**src/rtl/pwm10_pkg.sv**
```systemverilog
`timescale 1ns/1ps
package pwm10_pkg;
  // Fine time-base bits below the timer; fixed by the 4-clock tick structure.
  localparam int FRAC_W = 2;

  // Strobes from control to datapath.
  typedef struct packed {
    logic                hold;    // enable low: force counters and output to zero
    logic                adv;     // timer advances on this edge
    logic                wrap;    // period end: timer clears, active duty loads
    logic [FRAC_W-1:0]   lowNxt;  // fine time-base bits after this edge
  } pwmCtl_t;
endpackage

```
**src/rtl/pwm10_ctrl.sv**
```systemverilog
`timescale 1ns/1ps
module pwm10_ctrl
  import pwm10_pkg::*;
#(
  parameter int TMR_W       = 8,
  parameter int PRE_LOG_MAX = 4
) (
  input  logic             clk,
  input  logic             rstN,
  input  logic             en,
  input  logic [1:0]       preSel,
  input  logic [TMR_W-1:0] tmrVal,
  input  logic [TMR_W-1:0] periodVal,
  output pwmCtl_t          ctl,
  output logic [FRAC_W-1:0] lowNow
);
  localparam int SUB_W   = FRAC_W + PRE_LOG_MAX;
  localparam int LOG_W   = $clog2(PRE_LOG_MAX + 1);
  localparam int MID_LOG = (PRE_LOG_MAX >= 2) ? 2 : PRE_LOG_MAX;
  localparam logic [SUB_W-1:0] LAST_LO  = SUB_W'((1 << FRAC_W) - 1);
  localparam logic [SUB_W-1:0] LAST_MID = SUB_W'((1 << (FRAC_W + MID_LOG)) - 1);
  localparam logic [SUB_W-1:0] LAST_HI  = SUB_W'((1 << (FRAC_W + PRE_LOG_MAX)) - 1);

  logic [SUB_W-1:0] subCnt, subNxt, subLast;
  logic [LOG_W-1:0] preLog;
  logic             tickEnd;

  always_comb begin
    case (preSel)
      2'd0:    begin preLog = LOG_W'(0);           subLast = LAST_LO;  end
      2'd1:    begin preLog = LOG_W'(MID_LOG);     subLast = LAST_MID; end
      default: begin preLog = LOG_W'(PRE_LOG_MAX); subLast = LAST_HI;  end
    endcase
  end

  // >= so that a prescale change to a shorter tick in mid-tick ends it at once
  assign tickEnd = (subCnt >= subLast);

  always_comb begin
    if (!en)          subNxt = '0;
    else if (tickEnd) subNxt = '0;
    else              subNxt = subCnt + 1'b1;
  end

  always_ff @(posedge clk) begin
    if (!rstN) subCnt <= '0;
    else       subCnt <= subNxt;
  end

  always_comb begin
    ctl.hold   = !en;
    ctl.adv    = en && tickEnd;
    ctl.wrap   = en && tickEnd && (tmrVal == periodVal);
    ctl.lowNxt = FRAC_W'(subNxt >> preLog);
  end

  assign lowNow = FRAC_W'(subCnt >> preLog);
endmodule

```
**src/rtl/pwm10_dp.sv**
```systemverilog
`timescale 1ns/1ps
module pwm10_dp
  import pwm10_pkg::*;
#(
  parameter int TMR_W = 8
) (
  input  logic                    clk,
  input  logic                    rstN,
  input  pwmCtl_t                 ctl,
  input  logic                    dutyWe,
  input  logic [TMR_W-1:0]        dutyHi,
  input  logic [FRAC_W-1:0]       dutyLo,
  output logic [TMR_W-1:0]        tmrVal,
  output logic                    pwmOut,
  output logic                    periodStrobe,
  output logic [TMR_W+FRAC_W-1:0] actDuty
);
  localparam int DUTY_W = TMR_W + FRAC_W;

  logic [TMR_W-1:0]  tmrNxt;
  logic [DUTY_W-1:0] holdDuty, tbNxt;
  logic              outNxt;

  always_comb begin
    if (ctl.hold || ctl.wrap) tmrNxt = '0;
    else if (ctl.adv)         tmrNxt = tmrVal + 1'b1;
    else                      tmrNxt = tmrVal;
  end

  assign tbNxt = {tmrNxt, ctl.lowNxt};

  // Output is registered against the next time base so that it changes
  // on the same edge as the count it refers to.
  always_comb begin
    if (ctl.hold)                outNxt = 1'b0;
    else if (ctl.wrap)           outNxt = (holdDuty != '0);
    else if (tbNxt == actDuty)   outNxt = 1'b0;
    else                         outNxt = pwmOut;
  end

  always_ff @(posedge clk) begin
    if (!rstN) begin
      tmrVal       <= '0;
      holdDuty     <= '0;
      actDuty      <= '0;
      pwmOut       <= 1'b0;
      periodStrobe <= 1'b0;
    end else begin
      tmrVal       <= tmrNxt;
      pwmOut       <= outNxt;
      periodStrobe <= ctl.wrap;
      if (dutyWe)   holdDuty <= {dutyHi, dutyLo};
      if (ctl.wrap) actDuty  <= holdDuty;
    end
  end
endmodule

```
**src/rtl/pwm10_top.sv**
```systemverilog
`timescale 1ns/1ps
module pwm10_top
  import pwm10_pkg::*;
#(
  parameter int TMR_W       = 8,
  parameter int PRE_LOG_MAX = 4
) (
  input  logic                    clk,
  input  logic                    rstN,
  input  logic                    en,
  input  logic [TMR_W-1:0]        periodVal,
  input  logic [1:0]              preSel,
  input  logic                    dutyWe,
  input  logic [TMR_W-1:0]        dutyHi,
  input  logic [FRAC_W-1:0]       dutyLo,
  output logic                    pwmOut,
  output logic                    periodStrobe,
  output logic [TMR_W+FRAC_W-1:0] actDuty
);
  pwmCtl_t           ctl;
  logic [TMR_W-1:0]  tmrVal;
  logic [FRAC_W-1:0] lowNow;

  pwm10_ctrl #(.TMR_W(TMR_W), .PRE_LOG_MAX(PRE_LOG_MAX)) uCtrl (
    .clk(clk), .rstN(rstN), .en(en), .preSel(preSel),
    .tmrVal(tmrVal), .periodVal(periodVal), .ctl(ctl), .lowNow(lowNow)
  );

  pwm10_dp #(.TMR_W(TMR_W)) uDp (
    .clk(clk), .rstN(rstN), .ctl(ctl), .dutyWe(dutyWe),
    .dutyHi(dutyHi), .dutyLo(dutyLo), .tmrVal(tmrVal),
    .pwmOut(pwmOut), .periodStrobe(periodStrobe), .actDuty(actDuty)
  );
endmodule

```
**config.mk**
```make
export PLATFORM = sky130hd
export DESIGN_NAME = pwm10_top
export DESIGN_NICKNAME = d
export VERILOG_FILES = /design/src/rtl/pwm10_pkg.sv /design/src/rtl/pwm10_ctrl.sv /design/src/rtl/pwm10_dp.sv /design/src/rtl/pwm10_top.sv
export SDC_FILE = /design/constraint.sdc
export NUM_CORES = 1
export LEC_CHECK = 0
export BUFFER_PORTS_ARGS = -buffer_cell sky130_fd_sc_hd__buf_2
export CORE_MARGIN = 5
export CORE_UTILIZATION = 25
export DETAILED_ROUTE_END_ITERATION = 12
export PLACE_DENSITY_LB_ADDON = 0.12
export SLEW_MARGIN = 0
export SYNTH_ARGS = -nofsm -noshare
export SYNTH_HDL_FRONTEND = slang
export SYNTH_SLANG_ARGS = --single-unit
```
**constraint.sdc**
```tcl
create_clock -name clk -period 3.4 [get_ports clk]
set_input_delay 0.17 -clock clk [delete_from_list [all_inputs] [get_ports clk]]
set_output_delay 0.17 -clock clk [all_outputs]
set_load 0.05 [all_outputs]
```
## Yosys cells after proc, flatten, opt, wreduce, memory -nomap -nowiden

Index checks and enable logic that the tools add are counted.
Widths: inputs -> output; s select.

| operators by class | value |
|---|---|
| add/sub/neg operators | 2 |
| order comparisons | 1 |
| eq/ne operators | 3 |
| shift-type cells | 1 |
| multiplexer cells | 8 |
| reductions and logical operators | 8 |

Operators with widths:

| cell | number |
|---|---|
| $mux 8 | 2 |
| $mux 6 | 2 |
| $pmux 6 s2 | 1 |
| $eq 10x10->1 | 1 |
| $reduce_bool 10->1 | 1 |
| $add 8x1->8 const B | 1 |
| $eq 8x8->1 | 1 |
| $add 6x1->6 const B | 1 |
| $ge 6x6->1 | 1 |
| $pmux 3 s2 | 1 |
| $shr 6x3->2 | 1 |
| $eq 2x1->1 const B | 1 |
| $logic_and 1x1->1 | 2 |
| $logic_not 2->1 | 1 |
| $mux 1 | 2 |
| $reduce_and 2->1 | 1 |
| $reduce_bool 2->1 | 1 |
| $logic_not 1->1 | 1 |
| $logic_or 1x1->1 | 1 |

| storage, ports and cells | value |
|---|---|
| register bits | 36 |
| input bits | 24 |
| output and inout port bits | 12 |
| word-level logic and storage cells | 29 |

## Depth between registers and ports, before layout

Gate-level depths: netlist of the first run.

| logic depth | value |
|---|---|
| depth after elaboration | 10 |
| mapped depth | 11 |
| gate-level depth less buffers | 10 |

## By module

Synthesis of the first run repeated with hierarchy kept, for this count alone.

| unflattened totals | value |
|---|---|
| cell total of the unflattened synthesis | 203 |
| area total of the unflattened synthesis | 1911.8 um^2 |

By module, submodules not included:

| module | instances | cells an instance | area an instance (um^2) | sequential area each (um^2) |
|---|---|---|---|---|
| pwm10_dp | 1 | 141 | 1395.1 | 600.6 |
| pwm10_ctrl | 1 | 62 | 516.7 | 120.1 |

## Least setup slack after synthesis of the first run

OpenSTA, ideal clock, no wires.

| path | value |
|---|---|
| path kind | register to register |
| from | register uCtrl.subCnt[5] |
| to | register uDp.pwmOut |
| setup time | 133 ps |
| data arrival time | 2266 ps |
| data required time | 3267 ps |
| slack | 1001 ps |
| stages on the path, launching flop included | 10 |
| buffers on the path | 0 |
| period minus slack after synthesis | 2399 ps |
| cell sequence | dfxtp_1 ha_1 a21oi_1 nand2b_1 a21boi_2 or3_4 a221oi_2 a211oi_1 nor4b_1 a31oi_1 |

| on the way | value |
|---|---|
| cells in the longest elaborated chain, start to end | 7 |
| elaborated cells between the ends (all ways) | 13 |
| those cells by class | add/sub: 1; order compare: 1; eq/ne: 1; shift: 1; mux: 5; reduce/logical: 4 |

Ends and longest elaborated chain:

| element | line | source |
|---|---|---|
| start, declared | pwm10_ctrl.sv:24 | `logic [SUB_W-1:0] subCnt, subNxt, subLast;` |
| start signal, assigned | pwm10_ctrl.sv:47 | `else subCnt <= subNxt;` |
| parallel branches: the longest is 7 deep, another holds $add 6x1->6 | -- |  |
| end signal, assigned | pwm10_dp.sv:50 | `pwmOut <= outNxt;` |
| end, declared | pwm10_dp.sv:14 | `output logic pwmOut,` |

Several ways; the timed one is not identified.
A chain may end at the register's enable or synchronous reset.

## Worst setup path after layout of the first run

Same ends and word-level chain as after synthesis.

==> results of run 1 <==
-- path summary, 6_finish.rpt --
kind	start	endpoint	slack, ns	cells after the start
min reg2reg	uCtrl.subCnt[0]	uCtrl.subCnt[0]	0.46	1
max	uCtrl.subCnt[5]	uDp.pwmOut	0.86	10
min	dutyHi[3]	uDp.holdDuty[5]	0.13	3
max reg2reg	uCtrl.subCnt[5]	uDp.pwmOut	0.86	10
-- synthesized netlist by cell type (2+ instances only) --
master | count | area share (%)
dfxtp_1 | 36 | 34
nand4b_1 | 2 | 0.83
a31oi_1 | 2 | 0.60
nor4_1 | 4 | 1.2
or3_4 | 2 | 1.1
o311ai_0 | 2 | 0.83
and3_1 | 12 | 3.6
o21ai_0 | 6 | 1.4
ha_1 | 4 | 2.4
inv_1 | 4 | 0.71
nand2_1 | 13 | 2.3
nand4_1 | 4 | 1.2
xor2_1 | 16 | 6.7
nor2_1 | 21 | 3.8
buf_2 | 5 | 1.2
o2111ai_1 | 2 | 0.83
and2_1 | 2 | 0.60
a21oi_1 | 9 | 2.1
xnor2_1 | 8 | 3.3
a211oi_1 | 3 | 1.1
nand3_1 | 5 | 1.2
mux2i_1 | 20 | 9.5
nor2b_1 | 26 | 7.7
nand2b_1 | 3 | 0.89
clkbuf_1 | 5 | 0.89
-- logic make-up after synthesis --
logic type / count (synthesis)
compound gates: 40
xor+xnor: 24
fa+ha+maj: 4
buf+inv: 16
flops: 36
mux: 20
simple gates: 100
-- critical path, cell delays in order (launching register included) --
cell      delay [ns]
dfxtp_1         0.35
ha_1            0.32
a21oi_1         0.07
buf_4           0.15
nand2b_1        0.19
and3_1          0.23
or3_4           0.34
a221oi_2        0.26
a211oi_1        0.07
nor4b_1         0.32
a31oi_1         0.12
-- cells in the final DEF (no fill, tap or decap), types with 3 or more instances in the layout --
| cell type | n |
|---|---|
| nor2_1 | 21 |
| xnor2_1 | 8 |
| buf_4 | 3 |
| nand3_1 | 5 |
| dfxtp_1 | 36 |
| inv_1 | 4 |
| nand2b_1 | 3 |
| a211oi_1 | 3 |
| xor2_1 | 16 |
| o21ai_0 | 6 |
| and3_1 | 12 |
| ha_1 | 4 |
| nand2_1 | 13 |
| buf_2 | 35 |
| nand4_1 | 4 |
| a21oi_1 | 9 |
| mux2i_1 | 20 |
| nor4_1 | 4 |
| nor2b_1 | 26 |
| clkbuf_8 | 5 |
-- routing by layer --
metal	track usage, %	part of all wire [%]
met1	15.7	51
met2	15.9	42
met3	3.44	6.5
met4	3.37	1.1
met5	0	0
-- state kept, by name, summed over array words and instances, names as in the netlist --
signal            flops
uDp.tmrVal            8
uCtrl.subCnt          6
uDp.actDuty          10
uDp.periodStrobe      1
uDp.pwmOut            1
uDp.holdDuty         10
-- layout make-up --
type,instances,area (um^2),area share [%]
timing repair buffer,38,198,8.06
clock inverter,2,12.5,0.510
sequential,36,721,29.4
clock buffer,5,68.8,2.80
multi-input combinational,188,1310,53.3
inverter,4,15.0,0.612
tap,105,131,5.35
-- through the flow --
step	instance area, um^2	instances	hold WS, ns
detailed placement	2370	371	0.432
CTS	2450	378	0.123
global placement	2370	371	0.426
global route	2450	378	0.144
finish	2450	378	0.135
floorplan	2100	240	0.298
-- power breakdown --
| group | internal [uW] | switching, uW | total (uW) |
|---|---|---|---|
| clock network | 139 | 153 | 292 |
| logic | 31.0 | 33.7 | 64.7 |
| registers | 430 | 6.66 | 436 |
| total | 599 | 193 | 793 |
==> flow_metrics.tcl, run 1 <==
set metrics [dict create \
    rows 33 \
    track_usage_pct 11.1 \
    drive_above_1_share_pct 19.4 \
    h-tree-depth 2 \
    synth_top_family_by_area "simple AND/OR/NAND/NOR gates" \
    wire_per_inst_um 14.0 \
    firstDrtPassIters 4 \
    synth_fp_nets 268 \
    cts-root-buf "clkbuf_8" \
    filler_cell_count 859 \
    grt_pass1_vias 1726 \
    drcViolationCount 0 \
    routed_via_density 4.80 \
    worstHoldPathType "input port to flip-flop" \
    synth_compound_area_share_pct 13.8 \
    port_buffers 35 \
    cap_violations 0 \
    crit_type "flip-flop to flip-flop" \
    final_core_util_pct 29.9 \
    die_area_mm2 0.0103 \
    clk_latency_ns 0.28 \
    fp.dieH_um 102 \
    cts-resized-gates 0 \
    muxShareOfSynthArea_pct 9.52 \
    overflow 0 \
    required_ns 3.56 \
    synth-edff-count 0 \
    postCtsSetupBuffers 0 \
    drtIter0Drc 73 \
    fmax_mhz 393 \
    hold_buffers 0 \
    synth-seq-cells 36 \
    initial_core_util_pct 25.6 \
    die_x_um 102 \
    worst_pin_slew_ns 0.561 \
    clkTransAtPathRegs_ns 0.08 \
    finClkSkew_ns 0.00729 \
    syn_to_final_growth_pct 16.7 \
    power_uw 793 \
    grt_pass1_wl_um 8870 \
    finalSetupViolCount 0 \
    slew_headroom_pct 62.0 \
    fin_crit_sh_pct 74.8 \
    pin_count 36 \
    antenna_cells 0 \
    ys_types 49 \
    cts_tree "done" \
    fin_ws_ns 0.855 \
    yosysSeqAreaShare_pct 34.3 \
    fin_nets 301 \
    fin_tns_setup_ns 0 \
    synth_cells 240 \
    synthXorXnorAreaFrac_pct 10.0 \
    cts.path.max_buffers 2 \
    crit_path_end_kind "flip-flop" \
    dpl.hpwl_um 4080 \
    powerDensity_mw_per_mm2 323 \
    avgSynthCellArea_um2 8.76 \
    crit_arrival_ns 2.71 \
    synth_simple_gate_area_share_pct 26.5 \
    synthAdderAreaFrac_pct 2.38 \
    ir_drop_uv 125 \
    core_mm2 0.00822 \
    cp-start-kind "flip-flop" \
    cellLeakagePower_uw 0.000994 \
    antenna_found_initial 0 \
    gp_congestion 0.811 \
    slew_violations 0 \
    async_flop_share_pct 0 \
    netlist_area_mm2 0.00210 \
    clock-sinks 36 \
    vias 1813 \
    numCtsBuffers 5 \
    dp_slack_ns 0.809 \
    fin_crit_ns 2.54 \
    final_hold_viol_count 0 \
    yosys_most_used_dff "dfxtp_1" \
    antenna_left 0 \
    yosysWarnings 0 \
    grt_max_degree 27 \
    cp_max_fo 7 \
    wl_um 5310 \
    outcome "finished clean" \
    rsz0062_at_grt "no" \
]
No activity file was read; power rests on OpenSTA's default activity.
==> run 2: changes to the inputs <==
==> constraint.sdc (replaced) <==
create_clock -name clk -period 2.3 [get_ports clk]
set_input_delay 0.115 -clock clk [delete_from_list [all_inputs] [get_ports clk]]
set_output_delay 0.115 -clock clk [all_outputs]
set_load 0.05 [all_outputs]
==> run 2 against run 1 <==
The run now ends with negative setup slack left. Clock power increased by 68%. Global-route usage increased by 0.72 points. Sequential share of layout area decreased by 3.5 points. Critical path type unchanged. Largest cell class unchanged.
==> flow_metrics.tcl, run 2 (same netlist as run 1, synthesis figures left out) <==
set metrics [dict create \
    antenna_cells 0 \
    worstHoldPathType "input port to flip-flop" \
    wire_per_inst_um 13.9 \
    fmax_mhz 429 \
    routed-wl-met3_um 300 \
    rows 33 \
    numCtsBuffers 5 \
    core_mm2 0.00822 \
    cp_top_family "simple AND/OR/NAND/NOR gates" \
    hold_slack_ns 0.0736 \
    pin_count 36 \
    placed_cell_area_mm2 0.00259 \
    initial_core_util_pct 25.6 \
    cts_tree "done" \
    slew_headroom_pct 74.2 \
    crit_type "flip-flop to flip-flop" \
    cp_cell_sequence "ha_4, or3_4, buf_6, o211ai_4, a21boi_2, or3_4, a221oi_2, a211oi_2, nor4b_2, a31oi_1" \
    grt_max_degree 27 \
    overflow 0 \
    cp_slowest_cell "or3_4" \
    crit_arrival_ns 2.50 \
    antenna_found_initial 0 \
    finalSetupViolCount 1 \
    firstDrtPassIters 4 \
    fp.dieH_um 102 \
    gp_congestion 0.770 \
    fin_nets 331 \
    cts-root-buf "clkbuf_8" \
    top_layer "met4" \
    ir_drop_uv 213 \
    dpl.hpwl_um 4370 \
    final_common_cell "buf_2" \
    met1_length_um 2910 \
    rsz0062_at_grt "yes" \
    cp_num_buf_inv 1 \
    cellLeakagePower_uw 0.00117 \
    cp-start-kind "flip-flop" \
    dr_wl_met2_um 2450 \
    cp_max_fo 4 \
    hold_buffers 0 \
    die_area_mm2 0.0103 \
    routed_via_density 4.62 \
    h-tree-depth 2 \
    worst_path_largest_cell_delay_ns 0.35 \
    track_usage_pct 11.8 \
    syn_to_final_growth_pct 33.0 \
    slew_violations 0 \
    wl_um 5690 \
    worst_pin_slew_ns 0.387 \
    die_x_um 102 \
    clock-sinks 36 \
    reg_top3 "uDp.actDuty (10), uDp.holdDuty (10), uDp.tmrVal (8)" \
    filler_cell_count 859 \
    clk_latency_ns 0.29 \
    place_inst 399 \
    powerDensity_mw_per_mm2 447 \
    fin_crit_sh_pct 101 \
    clkTransAtPathRegs_ns 0.08 \
    antenna_left 0 \
    power_uw 1250 \
    crit_path_end_kind "flip-flop" \
    critPathMostFrequentCell "or3_4" \
    final_hold_viol_count 0 \
    fin_crit_ns 2.33 \
    required_ns 2.47 \
    finClkSkew_ns 0.00584 \
    cts.path.max_buffers 2 \
    drtIter0Drc 94 \
    drive_above_1_share_pct 32.2 \
    finalInstanceArea_mm2 0.00280 \
    mostFrequentLayoutCells "buf_2, dfxtp_1, buf_4" \
    grt_pass1_vias 1914 \
    final_cells 409 \
    drcViolationCount 0 \
    vias 1889 \
    fin_ws_ns -0.0329 \
    port_buffers 35 \
    grt_pass1_wl_um 9480 \
    outcome "finished with violations" \
    cap_violations 0 \
    violations "negative setup slack" \
]
run 2: cell types whose count changed in the layout (fill, tap and decap cells not counted), sizes merged:
cell | before | now
clkinv | 1 | 0
clkbuf | 5 | 6
clkinvlp | 1 | 2
buf | 38 | 68
run 2: cell type report:
| class | count | area (um^2) | share of cell area [%] |
|---|---|---|---|
| Clock inverter | 2 | 15.0 | 0.537 |
| Clock buffer | 6 | 82.6 | 2.95 |
| Inverter | 4 | 15.0 | 0.537 |
| Tap cell | 105 | 131 | 4.70 |
| Multi-Input combinational cell | 188 | 1400 | 50.1 |
| Sequential cell | 36 | 723 | 25.9 |
| Timing Repair Buffer | 68 | 427 | 15.3 |
run 2: path summary, 6_finish.rpt:
check	start	depth (start not counted)	slack (ns)	end
max	uCtrl.subCnt[0]	10	-0.03	uDp.pwmOut
min	dutyHi[7]	3	0.07	uDp.holdDuty[9]
max reg2reg	uCtrl.subCnt[0]	10	-0.03	uDp.pwmOut
min reg2reg	uDp.holdDuty[7]	2	0.54	uDp.holdDuty[7]
run 2: what timing repair did:
action,in CTS,in global routing
setup buffers,1,1
endpoints found under the setup margin,1,1
resized for setup,7,12
pin swaps,8,9
run 2: routing by layer:
layer / up-vias / global-route usage (%)
li1: 980 / -
met1: 870 / 15.9
met2: 36 / 18.2
met3: 3 / 3.51
met4: 0 / 3.27
met5: - / 0
run 2: per-stage QoR:
stage / worst slack (ns) / util, % / setup TNS (ns)
finish: -0.0329 / 34.0 / -0.0329
global route: -0.152 / 34.0 / -0.152
CTS: -0.0531 / 33.3 / -0.0531
detailed placement: -0.180 / 31.6 / -0.180
global placement: -0.152 / 31.6 / -0.152
floorplan: 0.00739 / - / 0
run 2: tightest hold or removal path, cell delays in order:
cell and delay, ns:
buf_2 0.07, mux2i_1 0.05, nor2b_1 0.09
run 2: where the power goes:
group	switching, uW	internal (uW)
sequential	10.5	635
clock	247	243
combinational	56.7	58.2
